File: src/rtl/lph_pkg.sv
package lph_pkg;
  typedef enum logic [2:0] {
    ST_RUN   = 3'd0,
    ST_HALT  = 3'd1,
    ST_AHALT = 3'd2,
    ST_DELAY = 3'd3,
    ST_GUARD = 3'd4,
    ST_TAIL  = 3'd5
  } lph_state_e;

  typedef enum logic [1:0] {
    WK_NONE = 2'd0,
    WK_EXT  = 2'd1,
    WK_TB   = 2'd2,
    WK_RST  = 2'd3
  } wake_e;

  localparam logic [1:0] IMASK_OPEN = 2'b10;

  // terminal count of a wait of len cycles starting from zero
  function automatic int unsigned wait_last(input int unsigned len);
    return len - 1;
  endfunction

  function automatic logic is_running(input lph_state_e s);
    return (s == ST_RUN) || (s == ST_GUARD);
  endfunction

  function automatic logic is_counting(input lph_state_e s);
    return (s == ST_DELAY) || (s == ST_GUARD) || (s == ST_TAIL);
  endfunction
endpackage

File: src/rtl/lph_dly_cnt.sv
module lph_dly_cnt #(
  parameter int unsigned CNT_W     = 12,
  parameter int unsigned SHORT_LEN = 256,
  parameter int unsigned LONG_LEN  = 4096
) (
  input  logic clk,
  input  logic rst_n,
  input  logic clr,
  input  logic en,
  input  logic long_sel,
  output logic done
);
  import lph_pkg::*;
  localparam logic [CNT_W-1:0] SHORT_LIM = CNT_W'(wait_last(SHORT_LEN));
  localparam logic [CNT_W-1:0] LONG_LIM  = CNT_W'(wait_last(LONG_LEN));

  logic [CNT_W-1:0] cnt_q;
  logic [CNT_W-1:0] limit;

  assign limit = long_sel ? LONG_LIM : SHORT_LIM;
  assign done  = (cnt_q == limit);

  always_ff @(posedge clk or negedge rst_n) begin
    if (!rst_n)           cnt_q <= '0;
    else if (clr)         cnt_q <= '0;
    else if (en && !done) cnt_q <= cnt_q + 1'b1;
  end
endmodule

File: src/rtl/lph_fsm.sv
module lph_fsm (
  input  logic                clk,
  input  logic                rst_n,
  input  logic                halt_req,
  input  logic                osc_sel,
  input  logic                ext_irq,
  input  logic                tb_irq,
  input  logic                rst_req,
  input  logic                dly_done,
  output lph_pkg::lph_state_e state,
  output logic [1:0]          cause,
  output logic                release_pulse,
  output logic                cnt_clr,
  output logic                cnt_en
);
  import lph_pkg::*;
  lph_state_e st_q, st_d;
  wake_e      cause_q, cause_d;
  logic       rel_q;

  always_comb begin
    st_d    = st_q;
    cause_d = cause_q;
    case (st_q)
      ST_RUN, ST_GUARD: begin
        if (halt_req) begin
          st_d    = osc_sel ? ST_AHALT : ST_HALT;
          cause_d = WK_NONE;
        end else if (st_q == ST_GUARD) begin
          if (dly_done)      st_d = ST_RUN;
          else if (!osc_sel) st_d = ST_TAIL;
        end
      end
      ST_HALT: begin
        if (rst_req) begin
          st_d = ST_DELAY; cause_d = WK_RST;
        end else if (ext_irq) begin
          st_d = ST_DELAY; cause_d = WK_EXT;
        end
      end
      ST_AHALT: begin
        if (rst_req) begin
          st_d = ST_DELAY; cause_d = WK_RST;
        end else if (ext_irq) begin
          st_d = ST_RUN;   cause_d = WK_EXT;
        end else if (tb_irq) begin
          st_d = ST_GUARD; cause_d = WK_TB;
        end
      end
      ST_DELAY, ST_TAIL: begin
        if (dly_done) st_d = ST_RUN;
      end
      default: st_d = ST_RUN;
    endcase
  end

  always_ff @(posedge clk or negedge rst_n) begin
    if (!rst_n) begin
      st_q    <= ST_RUN;
      cause_q <= WK_NONE;
      rel_q   <= 1'b0;
    end else begin
      st_q    <= st_d;
      cause_q <= cause_d;
      rel_q   <= is_running(st_d) && !is_running(st_q);
    end
  end

  assign state         = st_q;
  assign cause         = cause_q;
  assign release_pulse = rel_q;
  assign cnt_clr       = ((st_d == ST_HALT) || (st_d == ST_AHALT)) && (st_d != st_q);
  assign cnt_en        = is_counting(st_q);
endmodule

File: src/rtl/lph_gate.sv
module lph_gate (
  input  lph_pkg::lph_state_e state,
  input  logic                wdg_en,
  output logic                osc_en,
  output logic                tb_en,
  output logic                cpu_en,
  output logic                per_en,
  output logic                mask_force,
  output logic [1:0]          mask_val,
  output logic                wdg_req
);
  import lph_pkg::*;
  logic run_like;
  assign run_like = is_running(state);

  always_comb begin
    osc_en = run_like || (state == ST_AHALT) || (state == ST_DELAY);
    tb_en  = run_like || (state == ST_AHALT);
    cpu_en = run_like;
    per_en = run_like;
  end

  assign mask_force = (state == ST_AHALT);
  assign mask_val   = mask_force ? IMASK_OPEN : 2'b00;
  assign wdg_req    = (state == ST_HALT) && wdg_en;
endmodule

File: src/rtl/lph_ctrl_top.sv
module lph_ctrl_top #(
  parameter int unsigned CNT_W     = 12,
  parameter int unsigned SHORT_LEN = 256,
  parameter int unsigned LONG_LEN  = 4096
) (
  input  logic       clk,
  input  logic       rst_n,
  input  logic       halt_req,
  input  logic       osc_sel,
  input  logic       ext_irq,
  input  logic       tb_irq,
  input  logic       rst_req,
  input  logic       wdg_en,
  input  logic       long_dly,
  output logic       osc_clk_en,
  output logic       tb_clk_en,
  output logic       cpu_clk_en,
  output logic       per_clk_en,
  output logic       imask_force,
  output logic [1:0] imask_val,
  output logic       wdg_rst_req,
  output logic       cpu_release,
  output logic [1:0] wake_cause
);
  import lph_pkg::*;
  lph_state_e state_w;
  logic       cnt_clr_w, cnt_en_w, dly_done_w;

  // named internal events for the checker
  logic run_w, ahalt_w, dly_busy_w;
  assign run_w      = is_running(state_w);
  assign ahalt_w    = (state_w == ST_AHALT);
  assign dly_busy_w = (state_w == ST_DELAY);

  lph_fsm u_fsm (
    .clk(clk), .rst_n(rst_n), .halt_req(halt_req), .osc_sel(osc_sel),
    .ext_irq(ext_irq), .tb_irq(tb_irq), .rst_req(rst_req),
    .dly_done(dly_done_w), .state(state_w), .cause(wake_cause),
    .release_pulse(cpu_release), .cnt_clr(cnt_clr_w), .cnt_en(cnt_en_w)
  );

  lph_dly_cnt #(.CNT_W(CNT_W), .SHORT_LEN(SHORT_LEN), .LONG_LEN(LONG_LEN)) u_cnt (
    .clk(clk), .rst_n(rst_n), .clr(cnt_clr_w), .en(cnt_en_w),
    .long_sel(long_dly), .done(dly_done_w)
  );

  lph_gate u_gate (
    .state(state_w), .wdg_en(wdg_en), .osc_en(osc_clk_en), .tb_en(tb_clk_en),
    .cpu_en(cpu_clk_en), .per_en(per_clk_en), .mask_force(imask_force),
    .mask_val(imask_val), .wdg_req(wdg_rst_req)
  );
endmodule

File: config.mk
export PLATFORM = sky130hd
export DESIGN_NAME = lph_ctrl_top
export DESIGN_NICKNAME = d
export VERILOG_FILES = /design/src/rtl/lph_pkg.sv /design/src/rtl/lph_dly_cnt.sv /design/src/rtl/lph_fsm.sv /design/src/rtl/lph_gate.sv /design/src/rtl/lph_ctrl_top.sv
export SDC_FILE = /design/constraint.sdc
export NUM_CORES = 1
export LEC_CHECK = 0
export ABC_AREA = 1
export CELL_PAD_IN_SITES_DETAIL_PLACEMENT = 0
export CELL_PAD_IN_SITES_GLOBAL_PLACEMENT = 2
export CORE_MARGIN = 10
export CORE_UTILIZATION = 25
export CTS_CLUSTER_DIAMETER = 50
export CTS_CLUSTER_SIZE = 10
export DETAILED_ROUTE_END_ITERATION = 8
export PLACE_DENSITY_LB_ADDON = 0.1
export SYNTH_ARGS = -nofsm -noshare
export SYNTH_HDL_FRONTEND = slang
export SYNTH_HIERARCHICAL = 1
export SYNTH_SLANG_ARGS = --single-unit
File: constraint.sdc
create_clock -name clk -period 3.3 [get_ports clk]
set_input_delay 0.495 -clock clk [delete_from_list [all_inputs] [get_ports clk]]
set_output_delay 0.495 -clock clk [all_outputs]
set_load 0.02 [all_outputs]
==> flow_summary_export.csv, run 1 <==
group,metric,value,unit
status,status,"finished clean",
job,cap_viol_max_count,0,
clocking,cts_setup_buffers,0,
placed_design,gp_congestion,0.788,
finish,fill_cells,616,
synth,yosys_warnings,6,
synth,synth-edff-count,0,
floorplanning,ioPinCount,20,
clocking,cts_max_level,1,
synth,synth-seq-area-share,0.322,
route,finalWirelength,3.43,mm
finish,multi_input_area,766,um2
sta,fin_ws,812,ps
placed_design,dp_slack,551,ps
sta,worst_pin_slew,881,ps
critical_path,worstPathRequired,3490,ps
floorplanning,die_height,94.8,um
sta,timing.fmax,0.402,GHz
min_path,hold_path.class,"register to register",
global_route,grtUsageTotal,0.0820,
route,ant_nets,0,
placed_design,io_buffer_count,18,
power_and_ir_drop,p_leak,0.908,nW
floorplanning,core-area,5470,um2
clocking,cts_sinks,18,
route,wire_per_inst,11.5,um
synth,syn_inst,212,
floorplanning,fp.dieArea,8980,um2
sta,finClkSkew,1.13,ps
power_and_ir_drop,combPwrFrac,0.491,
route,vias,1288,
critical_path,crit_path_start_kind,"input port",
route,drt_iter0_drc,43,
global_route,grt_max_degree,19,
power_and_ir_drop,p_clk_frac,0.154,
sta,slew_headroom,0.411,
critical_path,r2r-start,"u_cnt/cnt_q[1]",
placed_design,placed_area,1610,um2
finish,layout.cells.most_common,"nand2_1",
critical_path,arrival,2680,ps
synth,syn_nets,222,
clocking,cts_buffers,3,
power_and_ir_drop,ir_worst_vdd,280,uV
global_route,grt_pass1_wl,5.94,mm
finish,areaGrowthSynthToFinish,17.9,%
power_and_ir_drop,power.internal,0.000538,W
sta,finalSetupTns,0,ps
clocking,cts_resized,0,
clocking,cts_hold_buf,0,
global_route,antenna_found_initial,0,
sta,hold_ws,493,ps
floorplanning,die_w,94.8,um
finish,layout_common_cells,"nand2_1, nand3_1, nor2_1, inv_1",
critical_path,rrSetupSlack,840,ps
sta,final-max-slew-violation-count,0,
synth,syn-mean-instance-area,6.59,um2
critical_path,crit_path_start,"long_dly",
floorplanning,initial_core_util,0.255,
finish,drive_gt1_frac,0.142,
clocking,clock_latency,250,ps
critical_path,reg2regPathDepth,21,
global_route,grt_pass1_vias,1215,
sta,hold_viol,0,
critical_path,end_kind,"register",
sta,fin_crit_sh,0.754,
finish,antenna_cells,0,
synth,netlist_area,1400,um2
clocking,cts_tree,"built",
route,drc_errors,0,
placed_design,dp_hpwl,2.75,mm
critical_path,crit_path_end,"u_cnt/cnt_q[3]",
clocking,cts-root-buf,"clkbuf_8",
sta,setup_violations,0,
critical_path,worst-path-max-fanout,11,
synth,synth_flop_cell,"dfrtp_1",
synth,synth_cell_types,30,
route,vias_per_cell,4.32,
global_route,grt.overflow.total,0,
synth,async_reset_ff_frac,1.00,
finish,ff_latch_area,450,um2
power_and_ir_drop,p_sw_frac,0.461,
critical_path,crit_type,"input port to register",
sta,rsz0062_at_grt,"false",
floorplanning,fp-row-count,27,
sta,min_period,2490,ps
power_and_ir_drop,netSwitchingPower,0.000461,W
synth,ys_ff_latch,18,
power_and_ir_drop,powerDensity,606,nW/um2
critical_path,reg2reg_to,"u_cnt/cnt_q[3]",
clocking,clk_pin_slew_worst_paths,70,ps
finish,finalInstanceArea,1650,um2
route,firstDrtPassIters,4,
finish,nets,238,
clocking,clock_path_buffers,2,
power_and_ir_drop,seqPwrFrac,0.355,
worst min path at each step:
stage	startpoint	endpoint	cells past startpoint
floorplan	rst_n	u_cnt/cnt_q[0]	0
global placement	u_fsm/cause[0]	u_fsm/cause[0]	2
detailed placement	u_fsm/cause[0]	u_fsm/cause[0]	2
CTS	u_fsm/cause[0]	u_fsm/cause[0]	2
global route	u_fsm/cause[0]	u_fsm/cause[0]	2
finish	u_fsm/cause[0]	u_fsm/cause[0]	2
power by group through the flow:
stage               combinational (W)  sequential (W)  clock, W
global route                 0.000571        0.000367  0.000172
CTS                          0.000499        0.000356  0.000160
global placement             0.000491        0.000359         0
detailed placement           0.000496        0.000359         0
finish                       0.000490        0.000355  0.000154
floorplan                    0.000390        0.000342         0
cell families after synthesis:
logic type	count (synthesis)	share of synthesized area
simple gates	139	0.462
buf+inv	38	0.130
flops	18	0.322
compound gates	12	0.0555
xor+xnor	3	0.0188
fa+ha+maj	1	0.00895
other cells	1	0.00268
critical path: stages:
cell and delay (ps):
clkdlybuf4s50_1 480, nand2_1 50, inv_1 50, nand2_1 70, nand2_2 90, nand2_2 60, inv_1 90, nand2_1 60
inv_1 70, nor2_1 40, nand2_1 80, inv_2 40, nor2_2 120, nand2_2 80, nand3_2 70, nor2_2 50
inv_1 260, o21ai_0 150, a21oi_1 140, nand2_1 60, nand2_1 60
sequential cells by signal, indices dropped and copies added (netlist names):
| signal | count |
|---|---|
| u_cnt/cnt_q | 12 |
| u_fsm/state | 3 |
| u_fsm/release_pulse | 1 |
| u_fsm/cause | 2 |
area by class of cell:
type	instances	share of cell area
multi-input cells	156	0.465
flip-flops and latches	18	0.273
repair buffers	19	0.114
inverters	30	0.0683
well taps	72	0.0547
clock buffers	3	0.0251
cells in the mapped netlist, drive strengths merged (2+ instances only):
cell type	number	area, um2
nand2	70	288
inv	30	113
o21ai	5	28.8
xor2	2	17.5
nand4	2	12.5
nor2	34	169
dfrtp	18	450
a21oi	3	15.0
nor3	2	10.0
buf	7	61.3
nand3	30	160
routing by layer:
metal / global-route usage / wire length (um) / vias up
li1: - / - / 684
met1: 0.105 / 1610 / 573
met2: 0.136 / 1640 / 29
met3: 0.0222 / 159 / 2
met4: 0.0150 / 16 / 0
met5: 0 / 0 / -
stage by stage:
stage | std cells | total power (W) | utilization
after floorplan | 212 | 0.000731 | -
after global placement | 295 | 0.000849 | 0.294
after detailed placement | 295 | 0.000855 | 0.294
after CTS | 298 | 0.00101 | 0.301
after global routing | 298 | 0.00111 | 0.301
final | 298 | 0.000999 | 0.301
No activity file was read; power rests on OpenSTA's default activity.
==> run 2: changes to the inputs <==
- clock period: 3.3 -> 2.2 ns (I/O delays scaled with it)
==> run 2 against run 1 <==
  * Die area stayed put
  * Count of clock-buffer cells in the layout stayed put
  * Clock power is 52% higher
  * Final cell count is 8.7% higher
  * Register-to-register slack worse by 790 ps
  * Via count is 9.3% higher
  * First-iteration DRC count is 19% higher
  * Power is 75% higher
  * Non-clock buffer count is 26 higher
  * Clock skew is 2.0 ps higher
  * Wire length is 10% higher
  * Critical path depth is 1 higher
  * Largest cell class unchanged
==> flow_summary_export.csv, run 2 (synthesized netlist as in run 1, its figures left out) <==
group,metric,value,unit
finish,areaGrowthSynthToFinish,35.3,%
finish,finalInstanceArea,1890,um2
route,vias_per_cell,4.35,
floorplanning,core-area,5470,um2
route,drt_iter0_drc,51,
global_route,grtUsageTotal,0.0867,
sta,final-max-slew-violation-count,0,
critical_path,r2r-start,"u_cnt/cnt_q[1]",
placed_design,placed_area,1740,um2
job,cap_viol_max_count,0,
placed_design,io_buffer_count,18,
power_and_ir_drop,ir_worst_vdd,547,uV
sta,finClkSkew,3.14,ps
power_and_ir_drop,powerDensity,927,nW/um2
critical_path,end_kind,"register",
floorplanning,fp-row-count,27,
floorplanning,initial_core_util,0.255,
clocking,cts_sinks,18,
power_and_ir_drop,p_leak,1.04,nW
finish,layout.cells.most_common,"nand2_1",
route,ant_nets,0,
critical_path,crit_type,"register to register",
clocking,cts_max_level,1,
sta,hold_viol,0,
sta,min_period,2150,ps
route,vias,1408,
finish,largest_reg_flops,12,
sta,timing.fmax,0.466,GHz
floorplanning,die_w,94.8,um
critical_path,worstPathRequired,2390,ps
clocking,clk_pin_slew_worst_paths,70,ps
critical_path,crit_path_cell_trace,"ha_2 -> nand2_2 -> inv_2 -> nand2_2 -> nor2_4 -> nand2_2 -> inv_2 -> nand2_1 -> inv_1 -> nor2_1 -> nand2_1 -> inv_2 -> nor2_4 -> nand2_2 -> nand3_2 -> nor2_4 -> inv_4 -> buf_6 -> nand2_4 -> nor2_2 -> nand2_1 -> nand2_1",
floorplanning,ioPinCount,20,
clocking,cts-root-buf,"clkbuf_8",
clocking,cts_buffers,3,
critical_path,crit_family,"simple AND/OR/NAND/NOR gates",
finish,nets,264,
global_route,antenna_found_initial,0,
critical_path,crit_path_start,"u_cnt/cnt_q[1]",
clocking,clock_path_buffers,2,
route,firstDrtPassIters,4,
power_and_ir_drop,p_total,0.00175,W
critical_path,critPathBufInv,6,
critical_path,crit_path_start_kind,"register",
critical_path,arrival,2340,ps
clocking,clock_latency,250,ps
min_path,hold_path.class,"input port to asynchronous set/reset pin",
sta,setup_violations,0,
route,wire_per_inst,11.7,um
finish,drive_gt1_frac,0.274,
global_route,grt.overflow.total,0,
critical_path,rrSetupSlack,50,ps
critical_path,cp_slowest_cell,"dfrtp_1",
floorplanning,fp.dieArea,8980,um2
finish,top_register,"u_cnt/cnt_q",
finish,antenna_cells,0,
status,status,"finished clean",
global_route,grt_pass1_wl,6.27,mm
global_route,grt_pass1_vias,1392,
route,finalWirelength,3.78,mm
placed_design,dp_slack,-279,ps
global_route,grt_max_degree,19,
placed_design,dp_hpwl,2.95,mm
sta,rsz0062_at_grt,"true",
critical_path,max_stage_delay,360,ps
sta,finalSetupTns,0,ps
sta,fin_crit_sh,0.976,
sta,fin_ws,53.5,ps
sta,hold_ws,412,ps
critical_path,reg2reg_to,"u_cnt/cnt_q[11]",
critical_path,worst-path-max-fanout,7,
route,drc_errors,0,
floorplanning,die_height,94.8,um
clocking,cts_tree,"built",
placed_design,gp_congestion,0.791,
finish,layout_common_cells,"nand2_1, nand3_1, buf_4, nor2_1, inv_1",
critical_path,reg2regPathDepth,22,
run 2: stage by stage:
stage,std cells,utilization
2_1_floorplan,212,-
3_3_place_gp,313,0.318
3_5_place_dp,313,0.318
4_1_cts,316,0.326
5_1_grt,324,0.345
6_report,324,0.345
run 2: what timing repair did:
item                                    CTS  global route
buffers inserted                          0             8
gates cloned                              0             0
hold buffers                              0             0
pin swaps                                 0            13
endpoints found under the setup margin    3            13
resized for setup                         2            14
run 2: per-layer routing:
| metal | global-route usage | part of all wire | vias to the layer above |
|---|---|---|---|
| met1 | 0.0969 | 0.44 | 651 |
| met5 | 0 | 0 | - |
| li1 | - | - | 733 |
| met4 | 0.0262 | 0.0098 | 0 |
| met3 | 0.0262 | 0.043 | 5 |
| met2 | 0.154 | 0.50 | 19 |
run 2: how the worst max path moves through the flow:
stage | endpoint | cells after the start
finish | u_cnt/cnt_q[11] | 22
global route | u_cnt/cnt_q[11] | 22
CTS | u_cnt/cnt_q[11] | 22
detailed placement | u_cnt/cnt_q[11] | 22
global placement | u_cnt/cnt_q[11] | 16
floorplan | u_cnt/cnt_q[3] | 22
run 2: final cells by class:
| type | instances | area (um2) |
|---|---|---|
| Fill cell | 615 | 3580 |
| Multi-Input combinational cell | 156 | 805 |
| Timing Repair Buffer | 45 | 387 |
| Sequential cell | 18 | 453 |
| Tap cell | 72 | 90.1 |
| Clock buffer | 3 | 41.3 |
| Inverter | 30 | 115 |
run 2: report_power, final:
part	internal, W	switching (W)	leakage, nW
combinational	0.000440	0.000556	0.788
clock	0.000122	0.000112	0.0216
sequential	0.000423	0.0000999	0.228
==> run 3: changes to the inputs <==
- clock period: 2.2 -> 2.4 ns (I/O delays scaled with it)
==> run 3 against run 2 <==
  * Count of clock-buffer cells in the layout grew 1
  * Via count is 2.7% lower
  * Die area stayed put
  * Largest power group unchanged
==> flow_summary_export.csv, run 3 (synthesized netlist as in run 1, its figures left out) <==
group,metric,value,unit
route,vias_per_cell,4.41,
global_route,grt_pass1_vias,1335,
finish,final_cells,311,
sta,finClkSkew,6.55,ps
critical_path,end_kind,"output pin",
placed_design,dp_hpwl,2.84,mm
power_and_ir_drop,combPwrFrac,0.508,
sta,final-max-slew-violation-count,0,
route,vias,1370,
placed_design,io_buffer_count,18,
critical_path,crit_path_start_kind,"register",
sta,fin_crit_sh,0.932,
floorplanning,core-area,5470,um2
clocking,clock_latency,260,ps
route,drt_iter0_drc,40,
finish,layout_common_cells,"nand2_1, nand3_1, nor2_1, inv_1",
sta,setup_violations,0,
power_and_ir_drop,p_total,0.00151,W
power_and_ir_drop,p_leak,0.971,nW
clocking,clk_pin_slew_worst_paths,80,ps
sta,hold_viol,0,
route,firstDrtPassIters,4,
critical_path,max_stage_delay,700,ps
floorplanning,fp.dieArea,8980,um2
floorplanning,ioPinCount,20,
sta,worst_pin_slew,579,ps
clocking,cts_tree,"built",
finish,ff_latch_area,450,um2
finish,final_core_util,0.324,
clocking,cts_buffers,3,
critical_path,crit_type,"register to output pin",
placed_design,dp.cells,304,
floorplanning,initial_core_util,0.255,
finish,antenna_cells,0,
critical_path,cp_slowest_cell,"dfrtp_1",
floorplanning,fp-row-count,27,
floorplanning,die_w,94.8,um
critical_path,arrival,1880,ps
power_and_ir_drop,netSwitchingPower,0.000671,W
global_route,grt_pass1_wl,6.20,mm
power_and_ir_drop,p_sw_frac,0.443,
critical_path,crit_path_cell_trace,"nand2_1 -> nor2_1 -> clkdlybuf4s50_1",
global_route,grt.overflow.total,0,
global_route,grt_max_degree,19,
critical_path,worst-path-max-fanout,12,
clocking,cts-root-buf,"clkbuf_8",
status,status,"finished clean",
finish,multi_input_area,778,um2
power_and_ir_drop,p_clk_frac,0.170,
placed_design,gp_congestion,0.826,
floorplanning,die_height,94.8,um
power_and_ir_drop,seqPwrFrac,0.322,
clocking,cts_max_level,1,
finish,nets,250,
finish,drive_gt1_frac,0.201,
route,ant_nets,0,
route,finalWirelength,3.64,mm
power_and_ir_drop,powerDensity,855,nW/um2
route,wire_per_inst,11.7,um
sta,timing.fmax,0.447,GHz
finish,largest_reg_flops,12,
clocking,clock_path_buffers,2,
finish,areaGrowthSynthToFinish,26.7,%
power_and_ir_drop,power.internal,0.000842,W
global_route,grtUsageTotal,0.0857,
global_route,antenna_found_initial,0,
job,cap_viol_max_count,0,
power_and_ir_drop,ir_worst_vdd,456,uV
min_path,hold_path.class,"input port to asynchronous set/reset pin",
sta,slew_headroom,0.614,
finish,layout.cells.most_common,"nand2_1",
route,drc_errors,0,
finish,top_register,"u_cnt/cnt_q",
critical_path,worstPathRequired,2040,ps
clocking,cts_sinks,18,
sta,min_period,2240,ps
finish,fill_cells,624,
-- run 3: cell count changes in the layout (fill, tap and decap cells not counted), sizes merged --
cell    before  now
buf         27   13
clkbuf       3    4
-- run 3: layout make-up --
class	count	share of cell area
clock buffers	4	0.0311
flip-flops and latches	18	0.254
repair buffers	31	0.159
inverters	30	0.0650
well taps	72	0.0509
multi-input cells	156	0.440
-- run 3: power groups by stage --
stage	registers [W]	logic, W	clock network, W
after floorplan	0.000470	0.000536	0
after global placement	0.000491	0.000723	0
after detailed placement	0.000494	0.000729	0
after CTS	0.000489	0.000731	0.000272
after global routing	0.000502	0.000874	0.000282
final	0.000488	0.000768	0.000257
-- run 3: critical path, delay by kind of cell, from the launching register on --
| kind | cells | cell delay, ps |
|---|---|---|
| flops | 1 | 700 |
| buf+inv | 1 | 640 |
| simple gates | 2 | 280 |
-- run 3: worst paths after layout --
kind,startpoint,end,slack [ps],cells past startpoint
worst max register to register,u_cnt/cnt_q[0],u_cnt/cnt_q[11],210,21
worst min register to register,u_fsm/cause[0],u_fsm/cause[0],490,2
min in group clk,u_fsm/cause[0],u_fsm/cause[0],490,2
worst max-delay path,u_fsm/state[1],imask_force,160,3
max in group asynchronous,rst_n,u_cnt/cnt_q[0],1730,2
worst min-delay path,rst_n,u_cnt/cnt_q[10],440,2
-- run 3: per-stage QoR --
step	area (um2)	setup TNS [ps]	worst slack (ps)	hold slack, ps
after detailed placement	1670	-134	-71.8	470
after CTS	1730	0	74.1	454
after global routing	1770	-11.3	-11.3	470
after floorplan	1400	0	333	64.4
final	1770	0	164	445
after global placement	1670	-31.6	-28.8	470
-- run 3: per-layer routing --
layer,global-route usage,vias up,wire length (um)
met3,0.0206,2,126
met2,0.145,22,1730
met1,0.103,635,1760
met5,0,-,0
li1,-,711,-
met4,0.0312,0,22
-- run 3: repair_timing --
item                                    4_1_cts  5_1_grt
hold endpoints to repair                      0        0
hold buffers                                  0        0
gates resized for setup                       0        7
setup buffers                                 0        3
endpoints found under the setup margin        0       11
